[src/rtl/intc_pkg.sv]
// Shared definitions for the interrupt enable aggregator.
// Assumes a fixed 32-bit register word.
package intc_pkg;
    localparam int WORD_BITS = 32;
    typedef logic [WORD_BITS-1:0] word_t;
endpackage

[src/rtl/intc_src_sync.sv]
// Two-flop synchronizer for the raw source vector.
// Assumes sources are levels that stay stable for several cycles.
module intc_src_sync #(
    parameter int W = 64
) (
    input  logic         clk,
    input  logic         rst_n,
    input  logic [W-1:0] d_async,
    output logic [W-1:0] d_sync
);
    logic [W-1:0] stage1;

    // Two register stages bring the sources into the clock domain.
    always_ff @(posedge clk) begin
        if (!rst_n) begin
            stage1 <= '0;
            d_sync <= '0;
        end else begin
            stage1 <= d_async;
            d_sync <= stage1;
        end
    end
endmodule

[src/rtl/intc_addr_decode.sv]
// Splits a word address into processor index, word index and register kind.
// Assumes ADDR_W is wide enough to cover every bank.
module intc_addr_decode #(
    parameter int NUM_CPUS  = 2,
    parameter int NUM_WORDS = 4,
    parameter int ADDR_W    = 8
) (
    input  logic [ADDR_W-1:0] addr,
    output logic              hit,
    output logic              is_status,
    output logic [ADDR_W-1:0] cpu_idx,
    output logic [ADDR_W-1:0] word_idx
);
    localparam int BANK_WORDS = 2 * NUM_WORDS;

    logic [ADDR_W-1:0] offset;

    // Bank number and offset inside the bank.
    always_comb begin
        cpu_idx = addr / ADDR_W'(BANK_WORDS);
        offset  = addr % ADDR_W'(BANK_WORDS);
    end

    // The upper half of a bank holds status words, the lower half enables.
    always_comb begin
        is_status = (offset >= ADDR_W'(NUM_WORDS));
        word_idx  = is_status ? (offset - ADDR_W'(NUM_WORDS)) : offset;
        hit       = (cpu_idx < ADDR_W'(NUM_CPUS));
    end
endmodule

[src/rtl/intc_cpu_bank.sv]
// Enable masks and the interrupt output of one processor.
// Assumes wr_stb is already qualified for this bank and for an enable word.
module intc_cpu_bank
    import intc_pkg::*;
#(
    parameter int NUM_WORDS = 4,
    parameter int IDX_W     = 8
) (
    input  logic                     clk,
    input  logic                     rst_n,
    input  logic                     wr_stb,
    input  logic [IDX_W-1:0]         word_sel,
    input  word_t                    wr_data,
    input  word_t [NUM_WORDS-1:0]    status,
    output word_t [NUM_WORDS-1:0]    enables,
    output logic                     irq
);
    for (genvar w = 0; w < NUM_WORDS; w++) begin : g_word
        word_t en_q;

        // Whole-word replacement of one enable mask.
        always_ff @(posedge clk) begin
            if (!rst_n)
                en_q <= '0;
            else if (wr_stb && (word_sel == IDX_W'(w)))
                en_q <= wr_data;
        end

        assign enables[w] = en_q;
    end

    // Registered OR of every pending and enabled source.
    always_ff @(posedge clk) begin
        if (!rst_n)
            irq <= 1'b0;
        else
            irq <= |(status & enables);
    end
endmodule

[src/rtl/intc_read_mux.sv]
// Selects and registers the addressed word for a read.
// Assumes status words are shared by all banks.
module intc_read_mux
    import intc_pkg::*;
#(
    parameter int NUM_CPUS  = 2,
    parameter int NUM_WORDS = 4,
    parameter int IDX_W     = 8
) (
    input  logic                                  clk,
    input  logic                                  rst_n,
    input  logic                                  rd_en,
    input  logic                                  hit,
    input  logic                                  is_status,
    input  logic [IDX_W-1:0]                      cpu_idx,
    input  logic [IDX_W-1:0]                      word_idx,
    input  word_t [NUM_CPUS-1:0][NUM_WORDS-1:0]   en_all,
    input  word_t [NUM_WORDS-1:0]                 status,
    output word_t                                 rd_data
);
    word_t sel;

    // Pick the word; anything outside the block reads as zero.
    always_comb begin
        sel = '0;
        if (hit) begin
            for (int c = 0; c < NUM_CPUS; c++) begin
                for (int w = 0; w < NUM_WORDS; w++) begin
                    if (cpu_idx == IDX_W'(c) && word_idx == IDX_W'(w))
                        sel = is_status ? status[w] : en_all[c][w];
                end
            end
        end
    end

    // Capture on a read strobe, hold otherwise.
    always_ff @(posedge clk) begin
        if (!rst_n)
            rd_data <= '0;
        else if (rd_en)
            rd_data <= sel;
    end
endmodule

[src/rtl/intc_en_aggregator.sv]
// Top level: per-processor enable banks over a shared source vector.
// Assumes one register access per cycle and asynchronous level sources.
module intc_en_aggregator
    import intc_pkg::*;
#(
    parameter int NUM_CPUS  = 2,
    parameter int NUM_WORDS = 4,
    parameter int ADDR_W    = 8
) (
    input  logic                          clk,
    input  logic                          rst_n,
    input  logic [WORD_BITS*NUM_WORDS-1:0] src,
    input  logic [ADDR_W-1:0]             addr,
    input  logic                          wr_en,
    input  logic [WORD_BITS-1:0]          wr_data,
    input  logic                          rd_en,
    output logic [WORD_BITS-1:0]          rd_data,
    output logic [NUM_CPUS-1:0]           irq
);
    localparam int SRC_W = WORD_BITS * NUM_WORDS;

    logic [SRC_W-1:0]                     src_q;
    word_t [NUM_WORDS-1:0]                status_w;
    word_t [NUM_CPUS-1:0][NUM_WORDS-1:0]  en_all;
    logic                                 dec_hit;
    logic                                 dec_status;
    logic [ADDR_W-1:0]                    dec_cpu;
    logic [ADDR_W-1:0]                    dec_word;

    intc_src_sync #(.W(SRC_W)) u_sync (
        .clk     (clk),
        .rst_n   (rst_n),
        .d_async (src),
        .d_sync  (src_q)
    );

    // Word 0 carries the highest sources; the last word carries 0..31.
    for (genvar w = 0; w < NUM_WORDS; w++) begin : g_status
        assign status_w[w] = src_q[(NUM_WORDS-1-w)*WORD_BITS +: WORD_BITS];
    end

    intc_addr_decode #(
        .NUM_CPUS  (NUM_CPUS),
        .NUM_WORDS (NUM_WORDS),
        .ADDR_W    (ADDR_W)
    ) u_dec (
        .addr      (addr),
        .hit       (dec_hit),
        .is_status (dec_status),
        .cpu_idx   (dec_cpu),
        .word_idx  (dec_word)
    );

    for (genvar c = 0; c < NUM_CPUS; c++) begin : g_cpu
        logic bank_wr;

        // Only enable-word writes inside this bank reach it.
        assign bank_wr = wr_en && dec_hit && !dec_status && (dec_cpu == ADDR_W'(c));

        intc_cpu_bank #(
            .NUM_WORDS (NUM_WORDS),
            .IDX_W     (ADDR_W)
        ) u_bank (
            .clk      (clk),
            .rst_n    (rst_n),
            .wr_stb   (bank_wr),
            .word_sel (dec_word),
            .wr_data  (wr_data),
            .status   (status_w),
            .enables  (en_all[c]),
            .irq      (irq[c])
        );
    end

    intc_read_mux #(
        .NUM_CPUS  (NUM_CPUS),
        .NUM_WORDS (NUM_WORDS),
        .IDX_W     (ADDR_W)
    ) u_rd (
        .clk       (clk),
        .rst_n     (rst_n),
        .rd_en     (rd_en),
        .hit       (dec_hit),
        .is_status (dec_status),
        .cpu_idx   (dec_cpu),
        .word_idx  (dec_word),
        .en_all    (en_all),
        .status    (status_w),
        .rd_data   (rd_data)
    );
endmodule

[config.mk]
export PLATFORM = sky130hd
export DESIGN_NAME = intc_en_aggregator
export DESIGN_NICKNAME = d
export VERILOG_FILES = /design/src/rtl/intc_pkg.sv /design/src/rtl/intc_src_sync.sv /design/src/rtl/intc_addr_decode.sv /design/src/rtl/intc_cpu_bank.sv /design/src/rtl/intc_read_mux.sv /design/src/rtl/intc_en_aggregator.sv
export SDC_FILE = /design/constraint.sdc
export NUM_CORES = 1
export LEC_CHECK = 0
export CORE_MARGIN = 5
export CORE_UTILIZATION = 50
export DETAILED_ROUTE_END_ITERATION = 16
export DONT_BUFFER_PORTS = 1
export PLACE_DENSITY = 0.69
export SLEW_MARGIN = 15
export SYNTH_ARGS = -nofsm -noshare
export SYNTH_HDL_FRONTEND = slang
export SYNTH_SLANG_ARGS = --single-unit
[constraint.sdc]
create_clock -name clk -period 5.4 [get_ports clk]
set_input_delay 1.08 -clock clk [delete_from_list [all_inputs] [get_ports clk]]
set_output_delay 1.08 -clock clk [all_outputs]
set_load 0.05 [all_outputs]
==> results of run 1 <==
==> worst reg2reg max path: cells and delay by family (launching register included) <==
kind / cells / cell delay (ns)
flops: 1 / 0.43
compound gates: 3 / 1.17
simple gates: 2 / 0.84
==> layout by cell type (no fill, tap or decap), types with 2 or more instances in the layout <==
cell type / instances
o21ai_0: 2
or2_2: 2
and2_1: 256
nand2_1: 545
a32o_1: 31
a211oi_1: 32
mux2i_1: 32
clkinv_2: 13
nor3_4: 4
nand3_1: 8
a21oi_1: 257
nand3_2: 3
bufinv_16: 7
dfxtp_1: 546
nor2b_1: 65
a22o_1: 40
clkbuf_1: 4
nor2_1: 2
clkbuf_16: 56
inv_6: 4
clkinvlp_4: 3
a211o_1: 31
a22oi_1: 48
a31oi_1: 2
clkbuf_8: 12
a221oi_1: 40
nand3b_1: 2
or3_2: 2
diode_2: 4
mux4_2: 96
nor4_1: 6
o221ai_1: 31
nand4_1: 16
nand2b_1: 3
buf_4: 20
nor2_2: 3
==> path summary, 6_finish.rpt <==
kind	from	end	cells after the start
setup / recovery	addr[7]	g_cpu[1].u_bank.g_word[1].en_q[14]	6
hold reg to reg	u_sync.stage1[44]	u_sync.d_sync[44]	1
hold / removal	u_sync.stage1[44]	u_sync.d_sync[44]	1
setup reg to reg	u_sync.d_sync[60]	g_cpu[1].u_bank.irq	5
==> area by class of cell <==
cell class                 instances  area, um2  share of cell area [%]
antenna                            4      10.01                 0.04123
clock buffer                      72       1582                   6.514
clock inverter                    28      349.1                   1.438
inverter                           3      16.27                 0.06700
multi-input combinational       1571      10480                   43.16
sequential                       546      10930                   45.02
tap                              592      740.7                   3.051
timing repair buffer              21      170.2                  0.7009
==> layer usage <==
metal / vias to the layer above / track usage (%) / routed length [um]
met5: - / 0 / 28
met4: 4 / 22.89 / 7468
met3: 322 / 10.15 / 11570
met2: 1399 / 56.71 / 41550
met1: 9011 / 49.40 / 36200
li1: 7885 / - / -
==> power breakdown <==
group          total (mW)  switching, mW  internal (mW)  leakage, nW
combinational       0.235          0.110          0.125         2.87
clock                4.05           1.66           2.40        0.956
sequential           4.25          0.127           4.12         4.45
==> registers in the layout, indices dropped and copies added, names as in the netlist <==
name and cells:
u_sync.d_sync 128, g_cpu.u_bank.g_word.en_q 256, g_cpu.u_bank.irq 2, u_sync.stage1 128
u_rd.rd_data 32
==> cells by family (layout without fill, tap and decap cells) <==
| family | after synthesis | count (layout) |
|---|---|---|
| AO/OA/AOI/OAI | 516 | 516 |
| flip-flops | 546 | 546 |
| buffers and inverters | 211 | 124 |
| other | 0 | 4 |
| AND/OR/NAND/NOR | 927 | 927 |
| multiplexers | 128 | 128 |
==> impl_results.md, run 1 <==
* Total power at 8.535 mW
* Pre-Repair DR Iteration Count at 6
* Row Count at 77
* Cts hold-fix bufs at 0
* PnR worst setup slack at 2.189 ns
* Vias in the first global route at 16960
* Maximum vdd ir drop at 0.3667 mV
* Synth Area in XOR/XNOR at 0%
* WP data arrival at 3.65 ns
* Routability cong. at 1.013
* Mapped Area at 0.02230 mm2
* DR WL/cell at 34.13 um
* Area grow syn2layout at 8.871%
* Fill count at 3969
* I/O pin cnt at 206
* Initial antenna violation count at 6
* CP Launch Type: input pin
* Total track usage at 37.94%
* CP Capture Type: register
* CTS tree: built
* Crit path cell chain: nor4b_2 > nor3b_4 > buf_4 > nand3_2 > nand2_1 > a21oi_1
* Status: finished, final reports clean
* Die span in y at 221.2 um
* Main combinational cell family by area after synthesis: simple AND/OR/NAND/NOR gates
* Fin crit period at 3.211 ns
* Layout cells sized above 1 at 10.49%
* Maxcap violations at 0
* Setup violators final at 0
* Dpl cell area at 0.02234 mm2
* CP required at 5.84 ns
* Synth Instances at 2328
* Clock slew at reported path FFs at 0.06 ns
* Crit Path Class: input pin to register
* Distinct cell type count after synthesis at 41
* Worst-Skew Late Latency at 0.62 ns
* Initial Util at 50.54%
* Global-route wire length before repair at 133.9 mm
* Delay-heaviest family, CP: simple AND/OR/NAND/NOR gates
* Max incr delay on CP at 0.95 ns
* Most frequent cells after synthesis: 546 x dfxtp_1, 546 x nand2_1, 257 x a21oi_1
* Leak at 8.282 nW
* Placed insts at 2733
* Clock sink count at 546
* Async SR Flop Fraction at 0%
* Util after Layout at 55.02%
* Total gr overflow at 0
* Hold slack at 0.4231 ns
* CP Max Fanout at 36
* Deepest level of the CTS H-tree at 2
* Tightest Pin Transition at 1.221 ns
* Setup Buffers After CTS at 0
* Pins Over Slew Limit at 0
* Via density at 6.564
* Seq/Total Area, Yosys at 49.02%
* Post-synth EDFFs at 0
* Final setup TNS at 0 ns
* Num CTS Buffers at 55
* Final-stage net count at 2370
* Cell Pwr Density at 351.5 mW/mm2
* Flops & latches, synth at 546
* Post-Synth Simple-Gate Area at 19.99%
* Worst min path class: register to register
* Initial DRC count at 3003
* Post-CTS sizing at 0
* Post-Route WL at 96.81 mm
* Die area at 0.04892 mm2
* CTS root buf: clkbuf_16
* Post-synth top area share at 49.02%
* Reg2reg setup slack at 2.78 ns
* CP bufs+invs at 1
* Syn nets at 2500
* Die width at 221.2 um
* Synth Flop Type: dfxtp_1
* Pre-CTS WS at 1.692 ns
* Port-buffer cells at 0
* DRC violations left at 0
* Syn avg cell area at 9.579 um2
* Final Cycle Share at 59.46%
* Area contributors post-synth: dfxtp_1 49%, mux4_2 9.7%, nand2_1 9.2%, and2_1 7.2%, a21oi_1 5.8%
* Ys Warns at 0
* Unrepaired setup endpoints after global routing: no
* Largest net degree at the start of global routing at 259
* Fmax achieved at 311.4 MHz
* Max Buffers Root-to-Sink at 3
* Synth area leader: dfxtp_1
* Antenna viol nets, final at 0
* HPWL Detailed at 68.65 mm
* Post-synthesis mux area share at 11.13%
* Clock skew at 0.02406 ns
* Adder-cell share of the synthesized area at 0%
* Vias at 18620
* Slew HR at 18.42%
* Non-Filler Instances at 2837
* Synth Area in Compound Gates at 15.61%
* Fin. Hold Viols at 0
* Core Area at 0.04412 mm2
* Finished Cell Area at 0.02428 mm2
* CP max-delay cell: nand3_2
No activity file was read; power rests on OpenSTA's default activity.
==> run 2, diff against run 1 <==
- clock period: 5.4 -> 3.2 ns (I/O delays scaled with it)
==> impl_results.md, run 2 (synthesis gave the netlist of run 1 again) <==
* Pre-CTS WS at 0.4791 ns (-1.213 ns)
* Fin crit period at 2.518 ns
* Maxcap violations at 0 (unchanged)
* Die width at 221.2 um (unchanged)
* P_int at 11.32 mW (+70%)
* Vias in the first global route at 17130 (+0.97%)
* Tightest Pin Transition at 1.014 ns (-0.2070 ns)
* Initial Util at 50.54% (unchanged)
* Clock sink count at 546 (unchanged)
* Worst Min Path Start: src[5]
* Crit Path Class: register to register
* CP required at 3.63 ns (-2.21 ns)
* DR WL/cell at 33.20 um (-2.7%)
* Pins Over Slew Limit at 0 (unchanged)
* Worst Reg2Reg Path Length in Cells at 5 (unchanged)
* Clock slew at reported path FFs at 0.06 ns (about the same)
* Total gr overflow at 0 (unchanged)
* Deepest level of the CTS H-tree at 2 (unchanged)
* CP Max Fanout at 4 (-89%)
* Fmax achieved at 397.1 MHz
* Maximum vdd ir drop at 0.4545 mV (+24%)
* CP Capture Type: register
* Pre-Repair DR Iteration Count at 6 (unchanged)
* Worst-case hold path end point: u_sync.stage1[5]
* Total track usage at 37.07% (-0.87 points)
* HPWL Detailed at 67.25 mm (-2.0%)
* Fill count at 3935 (-0.86%)
* Cell Pwr Density at 596.8 mW/mm2 (+70%)
* Num CTS Buffers at 56 (+1.8%)
* Sw frac at 22.46% (+0.28 points)
* Clock skew at 0.02898 ns (+0.004922 ns)
* Via density at 6.559 (about the same)
* Leak at 8.379 nW (+1.2%)
* Hold Crit Depth at 1 (unchanged)
* Final-stage net count at 2385 (+0.63%)
* Setup violators final at 0 (unchanged)
* Fin. Hold Viols at 0 (unchanged)
* Die area at 0.04892 mm2 (unchanged)
* WP data arrival at 2.95 ns (-0.70 ns)
* Core Area at 0.04412 mm2 (unchanged)
* Most frequent cells in the layout: 546 x nand2_1, 546 x dfxtp_1, 257 x a21oi_1
* Clock power share at 48.2% (+0.7 points)
* Layout cells sized above 1 at 10.93% (+0.44 points)
* Logic pwr share at 2.7% (about the same)
* CP Launch Type: register
* Initial DRC count at 3240 (+7.9%)
* CTS root buf: clkbuf_16
* Antenna viol nets, final at 0 (unchanged)
* Cts hold-fix bufs at 0 (unchanged)
* Flop pwr share at 49.0% (-0.8 points)
* Port-buffer cells at 0 (unchanged)
* Unrepaired setup endpoints after global routing: no
* Max Buffers Root-to-Sink at 3 (unchanged)
* Area of the multi-input gates at 0.01045 mm2 (-0.24%)
* CTS tree: built
* Area grow syn2layout at 9.718%
* Max FFs per register at 256 (unchanged)
* Setup Buffers After CTS at 0 (unchanged)
* Worst r2r src: u_sync.d_sync[60]
* Worst reg2reg endpoint: g_cpu[1].u_bank.irq
* Vias at 18710 (+0.49%)
* Post-CTS sizing at 0 (unchanged)
* Worst min path class: input pin to register
* Largest regs: g_cpu.u_bank.g_word.en_q: 256 flops, u_sync.d_sync: 128 flops, u_sync.stage1: 128 flops
* Post-Route WL at 94.71 mm (-2.2%)
* Final setup TNS at 0 ns (unchanged)
* I/O pin cnt at 206 (unchanged)
* Initial antenna violation count at 5 (-1)
* DRC violations left at 0 (unchanged)
* Slew HR at 32.39% (+14 points)
* Reg2reg setup slack at 0.68 ns (-2.10 ns)
* Register area at 0.01093 mm2 (unchanged)
* Row Count at 77 (unchanged)
* PnR worst setup slack at 0.6818 ns (-1.507 ns)
* Final Cycle Share at 78.69%
* Net switching power at 3.279 mW (+73%)
* Status: finished, final reports clean
* Largest net degree at the start of global routing at 259 (unchanged)
* Routability cong. at 1.050 (+3.7%)
* Global-route wire length before repair at 131.6 mm (-1.7%)
* Register with the most flip-flops: g_cpu.u_bank.g_word.en_q
* Worst-Skew Late Latency at 0.64 ns (+0.02 ns)
* Die span in y at 221.2 um (unchanged)
[run 2: cell count changes in the layout (fill, tap and decap cells not counted), moves of 2 or more]
cell / before / now
buf_4: 20 / 30
buf_12: 1 / 5
clkinvlp_4: 3 / 7
clkinv_2: 13 / 10
diode_2: 4 / 1
nand3_1: 8 / 11
nand3_2: 3 / 0
clkinv_4: 1 / 3
or3_1: 1 / 3
or3_2: 2 / 0
[run 2: cell type report]
cell class              instances  share of cell area (%)
clock buffers                  73                   6.479
multi-input cells            1571                   42.73
diodes                          1                 0.01023
repair buffers                 35                   1.330
well taps                     592                   3.028
inverters                       3                 0.06648
flip-flops and latches        546                   44.68
clock inverters                32                   1.683
[run 2: power groups by stage]
stage	logic, mW	registers (mW)	clock network, mW
2_1_floorplan	0.470	7.16	0
3_3_place_gp	0.387	7.29	0
3_5_place_dp	0.392	7.29	0
4_1_cts	0.394	7.14	7.10
5_1_grt	0.421	7.15	7.40
6_report	0.400	7.16	7.04
[run 2: metrics by stage]
| step | hold slack [ns] | power, mW | cell area, um2 | utilization [%] | std cells |
|---|---|---|---|---|---|
| after global routing | 0.1198 | 14.97 | 24460 | 55.44 | 2852 |
| after detailed placement | 0.4177 | 7.686 | 22470 | 50.92 | 2747 |
| after floorplan | 0.4119 | 7.630 | 22300 | - | 2328 |
| after CTS | 0.1039 | 14.63 | 24460 | 55.44 | 2852 |
| after global placement | 0.4147 | 7.679 | 22470 | 50.92 | 2747 |
| final | 0.1285 | 14.60 | 24470 | 55.45 | 2853 |
[run 2: worst max-delay path, stage by stage, from the launching register on]
cell and delay [ns]:
dfxtp_1 0.44, a22o_1 0.30, a221oi_1 0.52, nand3_1 0.16
nor4_1 0.60, a31oi_1 0.30
[run 2: worst max path at each step]
stage,from,endpoint,slack (ns),cells after the start
6_report,u_sync.d_sync[60],g_cpu[1].u_bank.irq,0.68,5
3_3_place_gp,addr[7],g_cpu[0].u_bank.g_word[1].en_q[17],0.48,7
5_1_grt,u_sync.d_sync[60],g_cpu[1].u_bank.irq,0.77,5
3_5_place_dp,addr[7],g_cpu[0].u_bank.g_word[1].en_q[11],0.48,7
2_1_floorplan,addr[0],u_rd.rd_data[25],0.80,7
4_1_cts,u_sync.d_sync[60],g_cpu[1].u_bank.irq,0.80,5
[run 2: layer usage]
layer	GRT usage, %	wire length, um	up-vias	part of all wire (%)
li1	-	-	7922	-
met1	48.45	34930	8999	37
met2	55.67	41100	1435	43
met3	9.382	11440	353	12
met4	22.31	7218	4	7.6
met5	0	28	-	0.030
